===== config.mk =====
export PLATFORM = sky130hd
export DESIGN_NAME = rx_ovf_counter_bank
export DESIGN_NICKNAME = d
export VERILOG_FILES = /design/src/rtl/ovf_cnt_pkg.sv /design/src/rtl/ovf_addr_decode.sv /design/src/rtl/ovf_evt_counter.sv /design/src/rtl/ovf_rd_mux.sv /design/src/rtl/rx_ovf_counter_bank.sv
export SDC_FILE = /design/constraint.sdc
export NUM_CORES = 1
export LEC_CHECK = 0
export ABC_CLOCK_PERIOD_IN_PS = 8690
export CORE_MARGIN = 5
export CORE_UTILIZATION = 40
export DETAILED_ROUTE_END_ITERATION = 8
export GPL_ROUTABILITY_DRIVEN = 1
export SYNTH_ARGS = -nofsm -noshare
export SYNTH_HDL_FRONTEND = slang
export SYNTH_SLANG_ARGS = --single-unit

===== constraint.sdc =====
create_clock -name clk -period 8.69 [get_ports clk]
set_input_delay 2.1725 -clock clk [delete_from_list [all_inputs] [get_ports clk]]
set_output_delay 2.1725 -clock clk [all_outputs]
set_load 0.01 [all_outputs]

===== src/rtl/ovf_cnt_pkg.sv =====
// Package: types shared by the overflow-loss counter bank.
// Assumes: nothing beyond IEEE 1800-2017.
package ovf_cnt_pkg;

    // Which half of a tally a read selects, if any.
    typedef enum logic [1:0] {
        WK_NONE = 2'd0,
        WK_LOW  = 2'd1,
        WK_HIGH = 2'd2
    } word_kind_e;

endpackage


===== src/rtl/ovf_addr_decode.sv =====
// Module: ovf_addr_decode
// Maps a read strobe and word offset onto a tally index and word half.
// Raises a clear request for the tally whose upper word is read.
// Assumes: tally k sits at BASE_WORD+2k (low) and BASE_WORD+2k+1 (high).
module ovf_addr_decode
    import ovf_cnt_pkg::*;
#(
    parameter int unsigned ADDR_W    = 12,
    parameter int unsigned N_CNT     = 2,
    parameter int unsigned BASE_WORD = 'h0C0,
    localparam int unsigned IDX_W    = (N_CNT > 1) ? $clog2(N_CNT) : 1
) (
    input  logic              rd_en,
    input  logic [ADDR_W-1:0] rd_addr,
    output word_kind_e        sel_kind,
    output logic [IDX_W-1:0]  sel_idx,
    output logic [N_CNT-1:0]  clr_req
);

    // Purpose: compare the offset against every mapped word.
    always_comb begin
        sel_kind = WK_NONE;
        sel_idx  = '0;
        clr_req  = '0;
        for (int k = 0; k < N_CNT; k++) begin
            if (rd_en && rd_addr == ADDR_W'(BASE_WORD + 2 * k)) begin
                sel_kind = WK_LOW;
                sel_idx  = IDX_W'(k);
            end
            if (rd_en && rd_addr == ADDR_W'(BASE_WORD + 2 * k + 1)) begin
                sel_kind   = WK_HIGH;
                sel_idx    = IDX_W'(k);
                clr_req[k] = 1'b1;
            end
        end
    end

    // Guard: at most one tally is cleared by a single read.
    always_comb begin
        assert_single_clear_R4: assert ($onehot0(clr_req));
    end

endmodule


===== src/rtl/ovf_evt_counter.sv =====
// Module: ovf_evt_counter
// One wrapping tally. It counts single-cycle pulses and is cleared on request.
// A pulse that arrives with the clear is kept, so the result is 1.
// Assumes: inc is a clean one-cycle pulse per event.
module ovf_evt_counter #(
    parameter int unsigned CNT_W = 36
) (
    input  logic             clk,
    input  logic             rst_n,
    input  logic             inc,
    input  logic             clr,
    output logic [CNT_W-1:0] cnt
);

    // Purpose: clear with carry-in of a colliding pulse, else count and wrap.
    always_ff @(posedge clk) begin
        if (!rst_n) begin
            cnt <= '0;
        end else if (clr) begin
            cnt <= {{(CNT_W-1){1'b0}}, inc};
        end else if (inc) begin
            cnt <= cnt + 1'b1;
        end
    end

    assert_clear_R4: assert property (@(posedge clk) disable iff (!rst_n)
        clr && !inc |=> cnt == '0);

    assert_collide_R6: assert property (@(posedge clk) disable iff (!rst_n)
        clr && inc |=> cnt == CNT_W'(1));

    assert_step_R2: assert property (@(posedge clk) disable iff (!rst_n)
        !clr && inc |=> cnt == CNT_W'($past(cnt) + 1'b1));

    assert_wrap_R8: assert property (@(posedge clk) disable iff (!rst_n)
        !clr && inc && (&cnt) |=> cnt == '0);

    assert_hold_R5: assert property (@(posedge clk) disable iff (!rst_n)
        !clr && !inc |=> $stable(cnt));

endmodule


===== src/rtl/ovf_rd_mux.sv =====
// Module: ovf_rd_mux
// Registered read-data selection over all tallies.
// The upper word is zero-extended. Unmapped reads return zero.
// Assumes: CNT_W > DATA_W and CNT_W - DATA_W < DATA_W.
module ovf_rd_mux
    import ovf_cnt_pkg::*;
#(
    parameter int unsigned DATA_W = 32,
    parameter int unsigned CNT_W  = 36,
    parameter int unsigned N_CNT  = 2,
    localparam int unsigned IDX_W = (N_CNT > 1) ? $clog2(N_CNT) : 1,
    localparam int unsigned HI_W  = CNT_W - DATA_W
) (
    input  logic                        clk,
    input  logic                        rst_n,
    input  logic                        rd_en,
    input  word_kind_e                  sel_kind,
    input  logic [IDX_W-1:0]            sel_idx,
    input  logic [N_CNT-1:0][CNT_W-1:0] cnts,
    output logic [DATA_W-1:0]           rd_data
);

    // Purpose: capture the selected word on a strobe and hold it otherwise.
    always_ff @(posedge clk) begin
        if (!rst_n) begin
            rd_data <= '0;
        end else if (rd_en) begin
            case (sel_kind)
                WK_LOW:  rd_data <= cnts[sel_idx][DATA_W-1:0];
                WK_HIGH: rd_data <= DATA_W'(cnts[sel_idx][CNT_W-1:DATA_W]);
                default: rd_data <= '0;
            endcase
        end
    end

    assert_upper_pad_R3: assert property (@(posedge clk) disable iff (!rst_n)
        rd_en && sel_kind == WK_HIGH |=> rd_data[DATA_W-1:HI_W] == '0);

    assert_unmapped_zero_R7: assert property (@(posedge clk) disable iff (!rst_n)
        rd_en && sel_kind == WK_NONE |=> rd_data == '0);

    assert_hold_data_R9: assert property (@(posedge clk) disable iff (!rst_n)
        !rd_en |=> $stable(rd_data));

endmodule


===== src/rtl/rx_ovf_counter_bank.sv =====
// Module: rx_ovf_counter_bank (top)
// A bank of wide overflow-loss tallies behind a 32-bit read-only word port.
// A tally is read as a lower word and then an upper word; reading the upper word clears it.
// Assumes: CNT_W > DATA_W, CNT_W - DATA_W < DATA_W, and the map fits in ADDR_W.
module rx_ovf_counter_bank
    import ovf_cnt_pkg::*;
#(
    parameter int unsigned DATA_W    = 32,
    parameter int unsigned CNT_W     = 36,
    parameter int unsigned ADDR_W    = 12,
    parameter int unsigned N_CNT     = 2,
    parameter int unsigned BASE_WORD = 'h0C0
) (
    input  logic              clk,
    input  logic              rst_n,
    input  logic [N_CNT-1:0]  evt_pulse,
    input  logic              rd_en,
    input  logic [ADDR_W-1:0] rd_addr,
    output logic [DATA_W-1:0] rd_data
);

    localparam int unsigned IDX_W = (N_CNT > 1) ? $clog2(N_CNT) : 1;

    word_kind_e                  sel_kind;
    logic [IDX_W-1:0]            sel_idx;
    logic [N_CNT-1:0]            clr_req;
    logic [N_CNT-1:0][CNT_W-1:0] cnts;

    ovf_addr_decode #(
        .ADDR_W    (ADDR_W),
        .N_CNT     (N_CNT),
        .BASE_WORD (BASE_WORD)
    ) u_dec (
        .rd_en    (rd_en),
        .rd_addr  (rd_addr),
        .sel_kind (sel_kind),
        .sel_idx  (sel_idx),
        .clr_req  (clr_req)
    );

    // One tally per event source.
    for (genvar g = 0; g < N_CNT; g++) begin : g_cnt
        ovf_evt_counter #(
            .CNT_W (CNT_W)
        ) u_cnt (
            .clk   (clk),
            .rst_n (rst_n),
            .inc   (evt_pulse[g]),
            .clr   (clr_req[g]),
            .cnt   (cnts[g])
        );
    end

    ovf_rd_mux #(
        .DATA_W (DATA_W),
        .CNT_W  (CNT_W),
        .N_CNT  (N_CNT)
    ) u_mux (
        .clk      (clk),
        .rst_n    (rst_n),
        .rd_en    (rd_en),
        .sel_kind (sel_kind),
        .sel_idx  (sel_idx),
        .cnts     (cnts),
        .rd_data  (rd_data)
    );

endmodule


After elaboration in Yosys (flattened, before gate mapping)
Index checks and enable logic that the tools add are counted.
{ "classes": {"addsub": 2, "magnitude_cmp": 1, "n_eq_ne": 6, "n_mux": 15, "n_bitwise": 1, "n_reduce_logical": 8} }
{ "ops": {"columns": ["operator", "count"], "rows": [
  ["36-bit by 1-bit adder with 36-bit output, second input constant", 2],
  ["36-bit two-way mux", 2],
  ["32-bit one-hot mux with 2 select lines", 1],
  ["12-bit by 8-bit equality test with 1-bit output, second input constant", 4],
  ["1-bit two-way mux", 9],
  ["2-bit two-way mux", 3],
  ["1-bit logical AND", 4],
  ["2-bit nonzero test", 2],
  ["2-bit OR reduction", 2],
  ["2-bit by 1-bit equality test with 1-bit output, second input constant", 1],
  ["2-bit equality test, second input constant", 1],
  ["1-bit by 2-bit < comparator with 1-bit output, second input constant", 1],
  ["1-bit NOT", 1]
]} }
{ "word_totals": {"register_bits": 104, "input_bits": 17, "output_inout_bits": 32, "wordCells": 38} }

Depth between registers and ports, before layout
Gate-level depths: netlist of the first run.
{ "depth": {"word_depth": 8, "mapped_depth": 9, "depth_no_buf": 8} }

Hierarchy
From an unflattened synthesis of the first run, not the netlist that was laid out.
{ "unflattened": {"hier_cells": 615, "area_unflattened_um2": 5337.6} }
{ "by_module_without_submodules": {"columns": ["module", "instances", "cells_each", "area_per_inst_um2", "seq_area_each_um2"], "rows": [
  ["ovf_evt_counter", 2, 209, 1765.4, 720.7],
  ["ovf_rd_mux", 1, 185, 1710.4, 640.6],
  ["ovf_addr_decode", 1, 12, 96.3, 0.0]
]} }

Worst setup path before layout of the first run
No wires, ideal clock.
{ "synth_path": {"kind": "input-to-reg", "start": "in rd_addr[3]", "end": "reg u_mux.rd_data[10]", "setup_ns": 0.069, "arrival_time_ns": 4.343, "t_required_ns": 8.621, "setup_slack_ns": 4.277, "stages": 9, "path_buffers": 1, "cell_sequence": "or4b_4 nor4_4 and2_1 inv_1 ha_1 nor2_1 nand2_1 clkbuf_1 o21ai_1"} }
{ "synth_via": {"elab_chain_len": 8, "word_cells_on_any_way": 19, "cone_classes": "6 x eq/ne; 9 x mux; 4 x reduce/logical"} }
{ "synth_lines": {"columns": ["item", "line", "rtl"], "rows": [
  ["start: declaration", "rx_ovf_counter_bank.sv:18", "input logic [ADDR_W-1:0] rd_addr,"],
  ["12-bit by 8-bit equality test with 1-bit output", "ovf_addr_decode.sv:26", "if (rd_en && rd_addr == ADDR_W'(BASE_WORD + 2 * k)) begin"],
  ["1-bit logical AND", "ovf_addr_decode.sv:26", null],
  ["1-bit two-way mux", "ovf_addr_decode.sv:26", null],
  ["2-bit two-way mux", "ovf_addr_decode.sv:30", "if (rd_en && rd_addr == ADDR_W'(BASE_WORD + 2 * k + 1)) begin"],
  ["2-bit two-way mux", "ovf_addr_decode.sv:26", null],
  ["2-bit two-way mux", "ovf_addr_decode.sv:30", null],
  ["2-bit equality test / 2-bit by 1-bit equality test with 1-bit output (equally long branches)", "ovf_rd_mux.sv:28", "case (sel_kind)"],
  ["32-bit one-hot mux with 2 select lines (*)", "ovf_rd_mux.sv:28", null],
  ["end signal: assignment", "ovf_rd_mux.sv:29", "WK_LOW: rd_data <= cnts[sel_idx][DATA_W-1:0];"],
  ["end signal: assignment", "ovf_rd_mux.sv:30", "WK_HIGH: rd_data <= DATA_W'(cnts[sel_idx][CNT_W-1:DATA_W]);"],
  ["end: declaration", "ovf_rd_mux.sv:20", "output logic [DATA_W-1:0] rd_data"]
]} }
Mark *: on every way between the ends. The rest lies on a longest branch, timed or not. The select of a mux whose other input is x is not followed.
A chain may end at the register's enable or synchronous reset.

Final worst setup path of the first run
{ "layout_path": {"start": "in rd_en", "end": "reg u_mux.rd_data[30]"} }
{ "layout_via": {"elab_chain_len": 7, "word_cells_on_any_way": 15, "cone_classes": "2 x eq/ne; 9 x mux; 4 x reduce/logical"} }
{ "layout_lines": {"columns": ["item", "line", "rtl"], "rows": [
  ["start: declaration", "rx_ovf_counter_bank.sv:17", "input logic rd_en,"],
  ["1-bit logical AND", "ovf_addr_decode.sv:26", null],
  ["1-bit two-way mux", "ovf_addr_decode.sv:26", null],
  ["2-bit two-way mux", "ovf_addr_decode.sv:30", null],
  ["2-bit two-way mux", "ovf_addr_decode.sv:26", null],
  ["2-bit two-way mux", "ovf_addr_decode.sv:30", null],
  ["2-bit equality test / 2-bit by 1-bit equality test with 1-bit output (equally long branches)", "ovf_rd_mux.sv:28", null],
  ["32-bit one-hot mux with 2 select lines", "ovf_rd_mux.sv:28", null]
]} }
Parallel ways exist; a longest one is shown, timed or not. The select of a mux whose other input is x is not followed.

==> impl_metrics.toml, run 1 <==
[die]
num_rows = 39
core_um2 = 11420
pin_count = 49
initial_core_util = 0.4093
die_w_um = 118.1
dieHeight_um = 118.1
die_area_um2 = 13950

[layout]
stdcell_count = 718
n_antenna_cell = 0
layout-drive-gt1-share = 0.03826
nNetsFinal = 592
area_delta_synth_final_pct = 18.26

[sta]
fmax_mhz = 192.6
skew_ns = 0.006566
fin_ws_ns = 3.498
tightest_slew_ns = 1.213
tns_ns = 0
finalSetupViolCount = 0
holdWs_ns = 0.4432
grt_setup_unrepaired = "false"
min_period_ns = 5.192
timing.final.crit_share = 0.5975
relSlewSlack = 0.1848
slew_violations = 0
finalHoldViolCount = 0

[route]
vias = 3767
wirelength_um = 10640
firstDrtPassIters = 4
vias_per_cell = 5.247
drc = 0
ant_nets = 0
drt-wirelength-per-cell_um = 14.82
drtIter0Drc = 169

[clocking]
cts-resized-gates = 0
htree_levels = 3
cts_buffer_depth = 2
post_cts_buffers = 0
hold_buffers = 0
cts_tree = "yes"
ctsRootBufferMaster = "clkbuf_16"
cts_sinks = 104
insertion_delay_ns = 0.34
cts_buffers = 9
path_clk_slew_ns = 0.06

[job]
drv_cap = 0

[yosys]
synth_cells = 531
syn_nets = 552
synth_edf_count = 0
synth_area_leader_cell = "dfxtp_1"
synth_commonest_cells = "dfxtp_1 (104), nor2_1 (74), nand2_1 (62), xor2_1 (45), mux2i_1 (30)"
synth_area_per_cell_um2 = 8.801
yosys_register_bits = 104
synthTopCellsByArea = "dfxtp_1 (45%), xor2_1 (8.4%), mux2i_1 (6.4%)"
synth_cell_types = 39
ys_warn_count = 0
synth_area_um2 = 4673
ys.flop_type = "dfxtp_1"
ys_seq_area_frac = 0.4455
synth.top_cell.area_share = 0.4455
synth_most_common_cell = "dfxtp_1"
async_flop_share = 0

[setup_path]
crit_fanout = 27
arrival_ns = 5.44
critical_path_class = "in -> reg"
cp-end-kind = "flip-flop"
required_ns = 8.94
crit_path_start_kind = "input pin"

[global_route]
grt_max_degree = 37
overflow = 0
grtUsageTotal = 0.1558
first_global_vias = 3717
antenna_found_initial = 0
grt_pass1_wl_um = 17970

[placement]
place.gp.congestion = 0.7796
hpwlAfterDp_um = 7479
portBuffers = 48
dp_slack_ns = 3.155
place_inst = 703

[pwr]
ir_drop_v = 0.0001302
power_uw = 878.6
power_density_nw_per_um2 = 159.0
leakage_uw = 0.002033

[status]
status = "completed"

[hold_path]
hold_class = "reg -> reg"
## per-stage QoR
stage	util	cell area [µm²]
after floorplan	-	4673
after global placement	0.4606	5259
after detailed placement	0.4606	5259
after CTS	0.4840	5527
after global routing	0.4840	5527
final	0.4840	5527
## cell families (layout without fill, tap and decap cells)
family	after synthesis	in the layout	share of synthesized area
flip-flops	104	104	0.4455
multiplexers	30	30	0.06426
adder cells (fa/ha/maj)	4	4	0.01071
buffers and inverters	30	74	0.02838
AND/OR/NAND/NOR	248	248	0.2648
AO/OA/AOI/OAI	50	50	0.06452
XOR/XNOR	65	65	0.1218
## power breakdown
group | switching, µW | internal [µW]
Sequential | 2.91 | 479
Combinational | 14.0 | 11.1
Clock | 163 | 209
Total | 180 | 699
## sequential cells by signal, summed over array words and instances, names as in the netlist
| register | count |
|---|---|
| g_cnt.u_cnt.cnt | 72 |
| u_mux.rd_data | 32 |
## final timing paths
kind	start	end	slack, ns	cells past startpoint
max	rd_en	u_mux.rd_data[30]$_SDFFE_PN0P_	3.50	9
min	u_mux.rd_data[7]$_SDFFE_PN0P_	u_mux.rd_data[7]$_SDFFE_PN0P_	0.44	2
max reg2reg	g_cnt[1].u_cnt.cnt[14]$_SDFFE_PP0P_	g_cnt[1].u_cnt.cnt[33]$_SDFFE_PP0P_	6.42	5
min reg2reg	u_mux.rd_data[7]$_SDFFE_PN0P_	u_mux.rd_data[7]$_SDFFE_PN0P_	0.44	2
## per-layer routing
metal / global-route usage / wire [µm] / vias to the layer above
li1: - / - / 1917
met1: 0.1972 / 4960 / 1783
met2: 0.2637 / 5113 / 59
met3: 0.03364 / 437 / 8
met4: 0.04875 / 131 / 0
met5: 0 / 0 / -
## area by class of cell
| class | instances | area, µm² |
|---|---|---|
| timing repair buffer | 52 | 510.5 |
| fill | 1100 | 5892 |
| sequential | 104 | 2082 |
| clock buffer | 15 | 267.8 |
| tap | 143 | 178.9 |
| multi-input combinational | 397 | 2461 |
| inverter | 7 | 26.28 |
## placed cells by master (no fill, tap or decap), types with 2 or more instances in the layout
cell type	n
nor2b_1	2
nor4_1	8
xor2_1	45
nor4_2	2
clkbuf_8	2
ha_1	4
buf_4	4
a32o_1	4
xnor2_1	20
clkbuf_16	9
nand3_1	25
a21oi_1	5
dfxtp_1	104
or2_1	2
clkbuf_1	4
and2_1	5
mux2i_1	30
nand4_1	29
clkdlybuf4s50_1	48
o21ai_0	4
inv_1	7
nand4b_1	2
a22oi_1	4
o21ai_1	28
nor2_1	74
nand2_1	62
nor3_1	7
or3_1	6
and3_1	9
and4_1	6
a221o_1	4
## worst max-delay path, cell delays in order
cell	delay, ns
clkdlybuf4s50_1	0.53
or4b_4	0.50
nor4_4	0.41
and2_1	0.21
inv_1	0.05
ha_1	0.26
nor2_1	0.28
nand2_1	0.69
o21ai_1	0.35
Power figures use the tool's default switching activity.
==> inputs of run 2 (changes only) <==
--- a/config.mk
+++ b/config.mk
@@ -5,7 +5,7 @@
 export SDC_FILE = /design/constraint.sdc
 export NUM_CORES = 1
 export LEC_CHECK = 0
-export ABC_CLOCK_PERIOD_IN_PS = 8690
+export ABC_CLOCK_PERIOD_IN_PS = 5000
 export CORE_MARGIN = 5
 export CORE_UTILIZATION = 40
 export DETAILED_ROUTE_END_ITERATION = 8
==> constraint.sdc (replaced) <==
create_clock -name clk -period 5 [get_ports clk]
set_input_delay 1.25 -clock clk [delete_from_list [all_inputs] [get_ports clk]]
set_output_delay 1.25 -clock clk [all_outputs]
set_load 0.01 [all_outputs]
==> run 2 against run 1 <==
Effect of this change:
- power up 80%
- clock-buffer cell count down 3
- design area up 1.1%
- flip-flop and latch count unchanged
- final cell count up 0.42%
- clock power up 89%
- core utilization up 0.53 points
- global-route usage up 0.40 points
- register-to-register slack worse by 3.7 ns
- worst hold slack better by 0.0024 ns
- critical path type unchanged
- critical endpoint is now u_mux.rd_data[24]$_SDFFE_PN0P_
- largest cell class unchanged
==> impl_metrics.toml, run 2 (synthesized netlist as in run 1, its figures left out) <==
[global_route]
grtUsageTotal = 0.1599
first_global_vias = 3701
overflow = 0
grt_max_degree = 37
grt_pass1_wl_um = 18400
antenna_found_initial = 0

[clocking]
cts-resized-gates = 0
path_clk_slew_ns = 0.07
cts_buffer_depth = 2
post_cts_buffers = 0
insertion_delay_ns = 0.34
cts_tree = "yes"
ctsRootBufferMaster = "clkbuf_16"
hold_buffers = 0
cts_buffers = 9
htree_levels = 3
cts_sinks = 104

[die]
pin_count = 49
initial_core_util = 0.4093
num_rows = 39
die_area_um2 = 13950
die_w_um = 118.1
core_um2 = 11420
dieHeight_um = 118.1

[setup_path]
critical_path.startpoint = "rd_en"
critical_path_class = "in -> reg"
rr_endpoint = "g_cnt[1].u_cnt.cnt[31]$_SDFFE_PP0P_"
rrSetupSlack_ns = 2.74
cp-end-kind = "flip-flop"
crit_path_start_kind = "input pin"
crit_fanout = 27
r2r_cells = 5
required_ns = 5.27
r2r-start = "g_cnt[1].u_cnt.cnt[14]$_SDFFE_PP0P_"
arrival_ns = 4.03

[hold_path]
min_path_cells = 2
hold_class = "reg -> reg"
holdPathEnd = "u_mux.rd_data[8]$_SDFFE_PN0P_"
min_from = "u_mux.rd_data[8]$_SDFFE_PN0P_"

[pwr]
swShare = 0.2074
ir_drop_v = 0.0002186
p_comb_frac = 0.029
p_sw_uw = 328.5
power_density_nw_per_um2 = 283.5
clkPwrFrac = 0.443
internal_power_uw = 1255
leakage_uw = 0.002055
seq_power_share = 0.528

[sta]
timing.final.crit_share = 0.7527
tns_ns = 0
slew_violations = 0
min_period_ns = 3.764
grt_setup_unrepaired = "false"
skew_ns = 0.007418
fmax_mhz = 265.7
relSlewSlack = 0.1622
finalSetupViolCount = 0
tightest_slew_ns = 1.247
finalHoldViolCount = 0

[layout]
largestRegisters = "g_cnt.u_cnt.cnt x72, u_mux.rd_data x32"
layout.cells.most_common = "dfxtp_1"
top_register = "g_cnt.u_cnt.cnt"
fill_cells = 1120
n_antenna_cell = 0
stdcell_count = 721
area_delta_synth_final_pct = 19.54
largest_reg_flops = 72
nNetsFinal = 594
layout-drive-gt1-share = 0.04671
layout_common_cells = "dfxtp_1 (104), nor2_1 (74), nand2_1 (62)"

[placement]
place_inst = 705
hpwlAfterDp_um = 7439
place.gp.congestion = 0.7577
portBuffers = 48

[route]
vias = 3791
ant_nets = 0
drtIter0Drc = 216
drc = 0
firstDrtPassIters = 4
drt-wirelength-per-cell_um = 14.82
vias_per_cell = 5.258
wirelength_um = 10680

[job]
drv_cap = 0

[status]
status = "completed"
[run 2: worst max-delay path, cell delays in order]
cell             delay, ns
clkdlybuf4s50_1       0.53
or4b_4                0.50
nor4_4                0.41
and2_1                0.20
inv_1                 0.04
ha_1                  0.26
nor2_1                0.30
nand2_1               0.10
buf_4                 0.26
o21ai_1               0.17
[run 2: area by class of cell]
type	instances	area, µm²	area share
multi-input combinational	397	2461	0.4405
inverter	7	26.28	0.004703
sequential	104	2082	0.3727
tap	143	178.9	0.03203
clock inverter	4	53.80	0.009630
clock buffer	12	246.5	0.04412
timing repair buffer	54	538.0	0.09630
[run 2: worst max-delay path by stage]
| stage | cells after the start | to |
|---|---|---|
| 3_3_place_gp | 10 | u_mux.rd_data[17]$_SDFFE_PN0P_ |
| 2_1_floorplan | 9 | u_mux.rd_data[10]$_SDFFE_PN0P_ |
| 5_1_grt | 9 | u_mux.rd_data[28]$_SDFFE_PN0P_ |
| 6_report | 10 | u_mux.rd_data[24]$_SDFFE_PN0P_ |
| 4_1_cts | 10 | u_mux.rd_data[12]$_SDFFE_PN0P_ |
| 3_5_place_dp | 10 | u_mux.rd_data[12]$_SDFFE_PN0P_ |
[run 2: power groups by stage]
| stage | clock network (µW) | logic (µW) | registers, µW |
|---|---|---|---|
| after detailed placement | 0 | 46.1 | 855 |
| after global placement | 0 | 45.3 | 855 |
| final | 702 | 45.7 | 836 |
| after floorplan | 0 | 24.6 | 853 |
| after global routing | 760 | 50.8 | 836 |
| after CTS | 722 | 46.5 | 836 |
[run 2: routing by layer]
layer	up-vias	track usage	routed length (µm)
met5	-	0	0
li1	1928	-	-
met3	15	0.04229	513
met1	1783	0.2099	5020
met2	65	0.2528	4971
met4	0	0.05663	177
[run 2: metrics by stage]
stage / utilization / setup WS (ns) / total power (µW) / cell area, µm² / hold WS [ns]
floorplan: - / 1.510 / 878.1 / 4673 / 0.4585
global placement: 0.4630 / 0.9868 / 900.5 / 5286 / 0.4365
detailed placement: 0.4630 / 0.8847 / 901.3 / 5286 / 0.4401
CTS: 0.4893 / 1.252 / 1605 / 5587 / 0.4493
global route: 0.4893 / 1.038 / 1647 / 5587 / 0.4771
finish: 0.4893 / 1.236 / 1584 / 5587 / 0.4456
